===== src/rtl/bsel_pkg.sv =====
package bsel_pkg;

    typedef enum logic [1:0] {
        ST_IDLE   = 2'd0,
        ST_GATHER = 2'd1,
        ST_FLUSH  = 2'd2,
        ST_DONE   = 2'd3
    } sel_state_t;

endpackage


===== src/rtl/belief_sum.sv =====
module belief_sum #(
    parameter int DISP_LEVELS = 32,
    parameter int COST_W      = 8,
    parameter int SUM_W       = COST_W + 3
) (
    input  logic [DISP_LEVELS*COST_W-1:0] cost_vec,
    input  logic [DISP_LEVELS*COST_W-1:0] msg_n,
    input  logic [DISP_LEVELS*COST_W-1:0] msg_s,
    input  logic [DISP_LEVELS*COST_W-1:0] msg_w,
    input  logic [DISP_LEVELS*COST_W-1:0] msg_e,
    output logic [DISP_LEVELS*SUM_W-1:0]  belief_flat
);

    // One five-input adder per disparity level
    for (genvar d = 0; d < DISP_LEVELS; d++) begin : g_lvl
        assign belief_flat[d*SUM_W +: SUM_W] =
              SUM_W'(cost_vec[d*COST_W +: COST_W])
            + SUM_W'(msg_n[d*COST_W +: COST_W])
            + SUM_W'(msg_s[d*COST_W +: COST_W])
            + SUM_W'(msg_w[d*COST_W +: COST_W])
            + SUM_W'(msg_e[d*COST_W +: COST_W]);
    end

endmodule


===== src/rtl/argmin_tree.sv =====
module argmin_tree #(
    parameter int DISP_LEVELS = 32,
    parameter int SUM_W       = 11,
    parameter int IDX_W       = $clog2(DISP_LEVELS)
) (
    input  logic [DISP_LEVELS*SUM_W-1:0] belief_flat,
    output logic [IDX_W-1:0]             min_idx,
    output logic [SUM_W-1:0]             min_val
);

    localparam int LEAVES = 1 << IDX_W;

    // Binary reduction; the left operand always carries the lower indices,
    // so the right one wins only when strictly smaller
    for (genvar lv = 0; lv <= IDX_W; lv++) begin : g_lv
        localparam int CNT = LEAVES >> lv;
        logic [SUM_W-1:0] val [CNT];
        logic [IDX_W-1:0] idx [CNT];
        for (genvar k = 0; k < CNT; k++) begin : g_nd
            if (lv == 0) begin : g_leaf
                if (k < DISP_LEVELS) begin : g_real
                    assign val[k] = belief_flat[k*SUM_W +: SUM_W];
                end else begin : g_pad
                    assign val[k] = '1;
                end
                assign idx[k] = IDX_W'(k);
            end else begin : g_cmp
                logic right_wins;
                assign right_wins = g_lv[lv-1].val[2*k+1] < g_lv[lv-1].val[2*k];
                assign val[k] = right_wins ? g_lv[lv-1].val[2*k+1] : g_lv[lv-1].val[2*k];
                assign idx[k] = right_wins ? g_lv[lv-1].idx[2*k+1] : g_lv[lv-1].idx[2*k];
            end
        end
    end

    assign min_idx = g_lv[IDX_W].idx[0];
    assign min_val = g_lv[IDX_W].val[0];

endmodule


===== src/rtl/result_packer.sv =====
module result_packer #(
    parameter int ROW_NODES = 32,
    parameter int IDX_W     = 5
) (
    input  logic                       clk,
    input  logic                       rst_n,
    input  logic                       push,
    input  logic                       clear,
    input  logic [IDX_W-1:0]           din,
    output logic [ROW_NODES*IDX_W-1:0] row_flat,
    output logic                       last_slot
);

    localparam int SLOT_W = $clog2(ROW_NODES);

    logic [SLOT_W-1:0]          slot_q;
    logic [ROW_NODES*IDX_W-1:0] row_q;

    always_ff @(posedge clk or negedge rst_n) begin
        if (!rst_n) begin
            slot_q <= '0;
            row_q  <= '0;
        end else if (clear) begin
            slot_q <= '0;
        end else if (push) begin
            row_q[slot_q*IDX_W +: IDX_W] <= din;
            slot_q <= last_slot ? '0 : slot_q + 1'b1;
        end
    end

    assign last_slot = (slot_q == SLOT_W'(ROW_NODES - 1));
    assign row_flat  = row_q;

endmodule


===== src/rtl/belief_disparity_selector.sv =====
module belief_disparity_selector
    import bsel_pkg::*;
#(
    parameter int DISP_LEVELS = 32,
    parameter int COST_W      = 8,
    parameter int ROW_NODES   = 32,
    parameter int BLOCK_ROWS  = 32,
    localparam int DISP_W     = $clog2(DISP_LEVELS),
    localparam int SUM_W      = COST_W + 3,
    localparam int VEC_W      = DISP_LEVELS * COST_W,
    localparam int ROW_W      = ROW_NODES * DISP_W
) (
    input  logic             clk,
    input  logic             rst_n,
    input  logic             start,
    input  logic             node_valid,
    output logic             node_ready,
    input  logic [VEC_W-1:0] cost_vec,
    input  logic [VEC_W-1:0] msg_n,
    input  logic [VEC_W-1:0] msg_s,
    input  logic [VEC_W-1:0] msg_w,
    input  logic [VEC_W-1:0] msg_e,
    output logic             wr_valid,
    input  logic             wr_ready,
    output logic [ROW_W-1:0] wr_data,
    output logic             done
);

    localparam int RC_W = $clog2(BLOCK_ROWS + 1);

    sel_state_t state_q, state_d;
    logic [RC_W-1:0] row_q;
    logic [DISP_LEVELS*SUM_W-1:0] belief_flat;
    logic [DISP_W-1:0] min_idx;
    logic [SUM_W-1:0]  min_val;
    logic accept, row_out, last_slot, final_row;

    belief_sum #(.DISP_LEVELS(DISP_LEVELS), .COST_W(COST_W), .SUM_W(SUM_W)) u_sum (
        .cost_vec(cost_vec), .msg_n(msg_n), .msg_s(msg_s),
        .msg_w(msg_w), .msg_e(msg_e), .belief_flat(belief_flat)
    );

    argmin_tree #(.DISP_LEVELS(DISP_LEVELS), .SUM_W(SUM_W), .IDX_W(DISP_W)) u_min (
        .belief_flat(belief_flat), .min_idx(min_idx), .min_val(min_val)
    );

    result_packer #(.ROW_NODES(ROW_NODES), .IDX_W(DISP_W)) u_pack (
        .clk(clk), .rst_n(rst_n), .push(accept), .clear(row_out),
        .din(min_idx), .row_flat(wr_data), .last_slot(last_slot)
    );

    // State register
    always_ff @(posedge clk or negedge rst_n) begin
        if (!rst_n) state_q <= ST_IDLE;
        else        state_q <= state_d;
    end

    // Row counter within the block
    always_ff @(posedge clk or negedge rst_n) begin
        if (!rst_n)                            row_q <= '0;
        else if (state_q == ST_IDLE && start)  row_q <= '0;
        else if (row_out)                      row_q <= row_q + 1'b1;
    end

    assign final_row = (row_q == RC_W'(BLOCK_ROWS - 1));

    // Next-state logic
    always_comb begin
        state_d = state_q;
        unique case (state_q)
            ST_IDLE:   if (start) state_d = ST_GATHER;
            ST_GATHER: if (accept && last_slot) state_d = ST_FLUSH;
            ST_FLUSH:  if (wr_ready) state_d = final_row ? ST_DONE : ST_GATHER;
            ST_DONE:   state_d = ST_IDLE;
        endcase
    end

    // Outputs
    always_comb begin
        node_ready = 1'b0;
        wr_valid   = 1'b0;
        done       = 1'b0;
        unique case (state_q)
            ST_IDLE:   ;
            ST_GATHER: node_ready = 1'b1;
            ST_FLUSH:  wr_valid   = 1'b1;
            ST_DONE:   done       = 1'b1;
        endcase
    end

    assign accept  = node_valid && node_ready;
    assign row_out = wr_valid && wr_ready;

    // ---------------- assertions ----------------
    assert_hold_R6: assert property (@(posedge clk) disable iff (!rst_n)
        wr_valid && !wr_ready |=> wr_valid && $stable(wr_data));

    assert_no_take_in_flush_R6: assert property (@(posedge clk) disable iff (!rst_n)
        wr_valid |-> !node_ready);

    assert_row_request_R5: assert property (@(posedge clk) disable iff (!rst_n)
        accept && last_slot |=> wr_valid);

    assert_done_pulse_R7: assert property (@(posedge clk) disable iff (!rst_n)
        done |=> !done && !node_ready && !wr_valid);

    always_ff @(posedge clk) begin
        if (rst_n && accept) begin
            for (int d = 0; d < DISP_LEVELS; d++) begin
                assert_min_R2: assert (belief_flat[d*SUM_W +: SUM_W] >= min_val);
                if (d < int'(min_idx)) begin
                    assert_tie_low_R3: assert (belief_flat[d*SUM_W +: SUM_W] > min_val);
                end
            end
        end
    end

endmodule


===== config.mk =====
export PLATFORM = sky130hd
export DESIGN_NAME = belief_disparity_selector
export DESIGN_NICKNAME = d
export VERILOG_FILES = /design/src/rtl/bsel_pkg.sv /design/src/rtl/belief_sum.sv /design/src/rtl/argmin_tree.sv /design/src/rtl/result_packer.sv /design/src/rtl/belief_disparity_selector.sv
export SDC_FILE = /design/constraint.sdc
export NUM_CORES = 2
export LEC_CHECK = 0
export BUFFER_PORTS_ARGS = -buffer_cell sky130_fd_sc_hd__clkbuf_2
export CORE_AREA = 2 2 559 561
export DETAILED_ROUTE_END_ITERATION = 12
export DIE_AREA = 0 0 561 563
export PLACE_DENSITY = 0.35
export SYNTH_ARGS = -nofsm -noshare
export SYNTH_HDL_FRONTEND = slang
export SYNTH_SLANG_ARGS = --single-unit

===== constraint.sdc =====
create_clock -name clk -period 3.7 [get_ports clk]
set_input_delay 0.185 -clock clk [delete_from_list [all_inputs] [get_ports clk]]
set_output_delay 0.185 -clock clk [all_outputs]
set_load 0.02 [all_outputs]

==> summary.md <==
| Metric | Value |
|---|---|
| Crit path time final | 14080 ps |
| Largest net degree at the start of global routing | 105 |
| Slew margin rel. | 35.58% |
| Dpl hpwl | 268000 um |
| Startpoint Class | input pin |
| Hold Path End | state_q[1] |
| Avg WL per Cell | 20.80 um |
| Remaining Overflow, GRT | 0 |
| Path depth of the worst reg2reg path | 9 |
| Setup-failing EPs final | 160 |
| Cts bufs inserted | 17 |
| Worst-path clk slew | 70 ps |
| Max Cap Viol | 0 |
| Detailed-route DRC error count | 0 |
| YS warnings | 0 |
| CTS tree | yes |
| CP max stage cell | or3_4 |
| Worst Path Buf+Inv | 19 |
| Post-synthesis instance total | 6541 |
| Slew Limit Fails | 0 |
| Hold Violations, Final | 0 |
| Worst setup EP type | register |
| # port buffers | 1447 |
| Critical hold path startpoint | node_valid |
| Placer Congestion | 0.9639 |
| Layout fillers | 34406 |
| Initial antenna violation count | 90 |
| Hold Path Depth | 3 |
| Vias in the first global route | 60373 |
| Critical Path RT | 4060 ps |
| FP Rows | 205 |
| WP data arrival | 14440 ps |
| First-pass iteration count of the detailed router | 5 |
| Clock Skews | 12.76 ps |
| CP dominant cell by count | a21o_1 |
| Initial Utilization | 17.06% |
| Final worst slack | -10380 ps |
| Setup CP Type | in2reg |
| Worst R2R End | u_pack.row_flat[115] |
| DIE AREA | 315800 um2 |
| Routed vias | 56005 |
| Most common cell in the synthesized netlist | inv_1 |
| Chip Width | 561 um |
| Largest cells by area after synthesis | ha_1 (21%), fa_1 (21%), inv_1 (12%) |
| Area Growth Syn to Fin | 58.96% |
| Crit-path max cell delay | 410 ps |
| Ys flop type | dfrtp_1 |
| CTS root buffer | clkbuf_16 |
| Status | complete, but fails checks |
| Clk_lat worst skew | 460 ps |
| Post-synth EDFFs | 0 |
| CP Launch Point | cost_vec[200] |
| CORE AREA | 310400 um2 |
| Clock tree buffer depth | 2 |
| Pre-CTS WS | -12530 ps |
| Worst Hold Class | in2reg |
| WL final | 290000 um |
| Vias per cell | 4.017 |
| Origin of the critical flop-to-flop path | u_pack.slot_q[1] |
| Mapped Nets | 9241 |
| Die Y | 563 um |
| Detailed Route Iter0 Violations | 2241 |
| Sink Count | 173 |
| Kind of cell adding the most delay to the critical path | compound AO/OA/AOI/OAI gates |
| Syn Area/Cell | 8.095 um2 |
| Critical path depth | 81 |
| Global router's overall resource usage | 17.79% |
| #FFs+latches synth | 173 |
| First-pass GRT wire length | 412900 um |
| # IOs | 1448 |
| RSZ-0062 raised after global routing | true |
| Worst-margin pin slew | 966.2 ps |
| Layout cells sized above 1 | 41.04% |
| Antenna violation net count after detailed routing | 0 |
| Tcrit/Tclk final | 380.5% |
| Asr flop ratio synth | 100.0% |
| Htree depth | 4 |
| Total Nets Final | 12460 |
| Seq/Total Area, Yosys | 8.176% |
| Most frequent cells after synthesis | inv_1 (1663), ha_1 (871), fa_1 (544), a21oi_1 (509), nor2_1 (356) |
| Hold WS | 43.52 ps |
| Area leader, netlist | ha_1 |
| Count of unique library cells instantiated by Yosys | 88 |
| CP max FO | 8 |
| Achievable frequency | 71.04 MHz |
| Worst R2R Setup Slack | 620 ps |
| Area share of the largest cell type after synthesis | 20.58% |
| Cell Area, Synth | 52950 um2 |
| Failing checks | setup timing |
[stage by stage]
stage | cells | setup TNS, ps | area, um2 | util, %
floorplan | 6541 | -1543410 | 54190 | -
global route | 13922 | -1751630 | 84120 | 27.11
CTS | 13849 | -1650400 | 81820 | 26.36
detailed placement | 13700 | -1980170 | 78800 | 25.39
finish | 13941 | -1641090 | 84170 | 27.12
global placement | 13700 | -1973340 | 78800 | 25.39
[worst max-delay path by stage]
| stage | end | slack [ps] |
|---|---|---|
| final | u_pack.row_flat[91] | -10380 |
| after global routing | u_pack.row_flat[90] | -11070 |
| after floorplan | u_pack.row_flat[80] | -9760 |
| after global placement | u_pack.row_flat[130] | -12460 |
| after CTS | u_pack.row_flat[140] | -10400 |
| after detailed placement | u_pack.row_flat[90] | -12530 |
[sequential cells by signal (all words and copies together), names as in the netlist]
register	flops
row_q	6
state_q	2
u_pack.row_flat	160
u_pack.slot_q	5
[cell families (layout without fill, tap and decap cells)]
kind of cell	count (synthesis)	in the layout	synth area share, %
flops	173	173	8.176
compound gates	1591	1592	19.48
other cells	0	28	0
simple gates	1047	1049	8.887
mux	151	151	2.954
xor+xnor	407	407	6.732
buf+inv	1752	4981	12.53
fa+ha+maj	1420	1420	41.25
[final cells by class]
cell class / instances / area (um2) / share of cell area (%)
Antenna cell: 28 / 70.07 / 0.08324
Clock buffer: 17 / 425.4 / 0.5054
Clock inverter: 15 / 205.2 / 0.2438
Inverter: 1664 / 6248 / 7.423
Multi-Input combinational cell: 4619 / 45800 / 54.41
Sequential cell: 173 / 4329 / 5.143
Tap cell: 4140 / 5180 / 6.154
Timing Repair Buffer: 3285 / 21920 / 26.04
[tightest hold or removal path: cells and delay by family]
kind	cells	cell delay, ps
buf+inv	1	130
simple gates	1	60
compound gates	1	80
[per-layer routing]
| metal | part of all wire [%] | vias to the layer above | GRT usage, % | routed length, um |
|---|---|---|---|---|
| met2 | 52 | 1267 | 33.70 | 150500 |
| li1 | - | 27903 | - | - |
| met1 | 40 | 26479 | 20.33 | 115700 |
| met5 | 0.21 | - | 0 | 609 |
| met3 | 5.4 | 268 | 3.566 | 15510 |
| met4 | 2.6 | 88 | 3.801 | 7618 |
[what timing repair did]
| item | 4_1_cts | 5_1_grt |
|---|---|---|
| hold buffers | 1 | 0 |
| endpoints found under the setup margin | 160 | 160 |
| pin swaps | 111 | 240 |
| buffers inserted | 108 | 54 |
| hold endpoints to repair | 102 | 0 |
| cloned | 9 | 13 |
| resized for setup | 309 | 365 |
[cells in the final DEF, fill, tap and decap left out, types with 31 or more instances in the layout]
cell	instances
fa_2	32
buf_12	34
buf_4	1750
o21ai_2	36
nand4_1	52
a21o_1	234
o211ai_1	79
nor2_1	316
xor2_1	102
inv_2	31
inv_1	1631
mux2i_1	91
xnor2_1	246
nand3_1	61
dfrtp_1	173
o21ai_0	149
mux2_2	35
o21a_1	59
nand2_1	328
nor2b_1	47
o21ai_1	85
ha_1	789
ha_4	56
a211oi_1	36
a21oi_1	357
nand2b_1	45
clkbuf_2	1435
fa_1	512
buf_6	43
o21bai_1	163
xnor2_2	37
a21oi_2	138
Power is not shown: default switching activity piles up to over one toggle a cycle in this logic, so the estimate is an artifact.
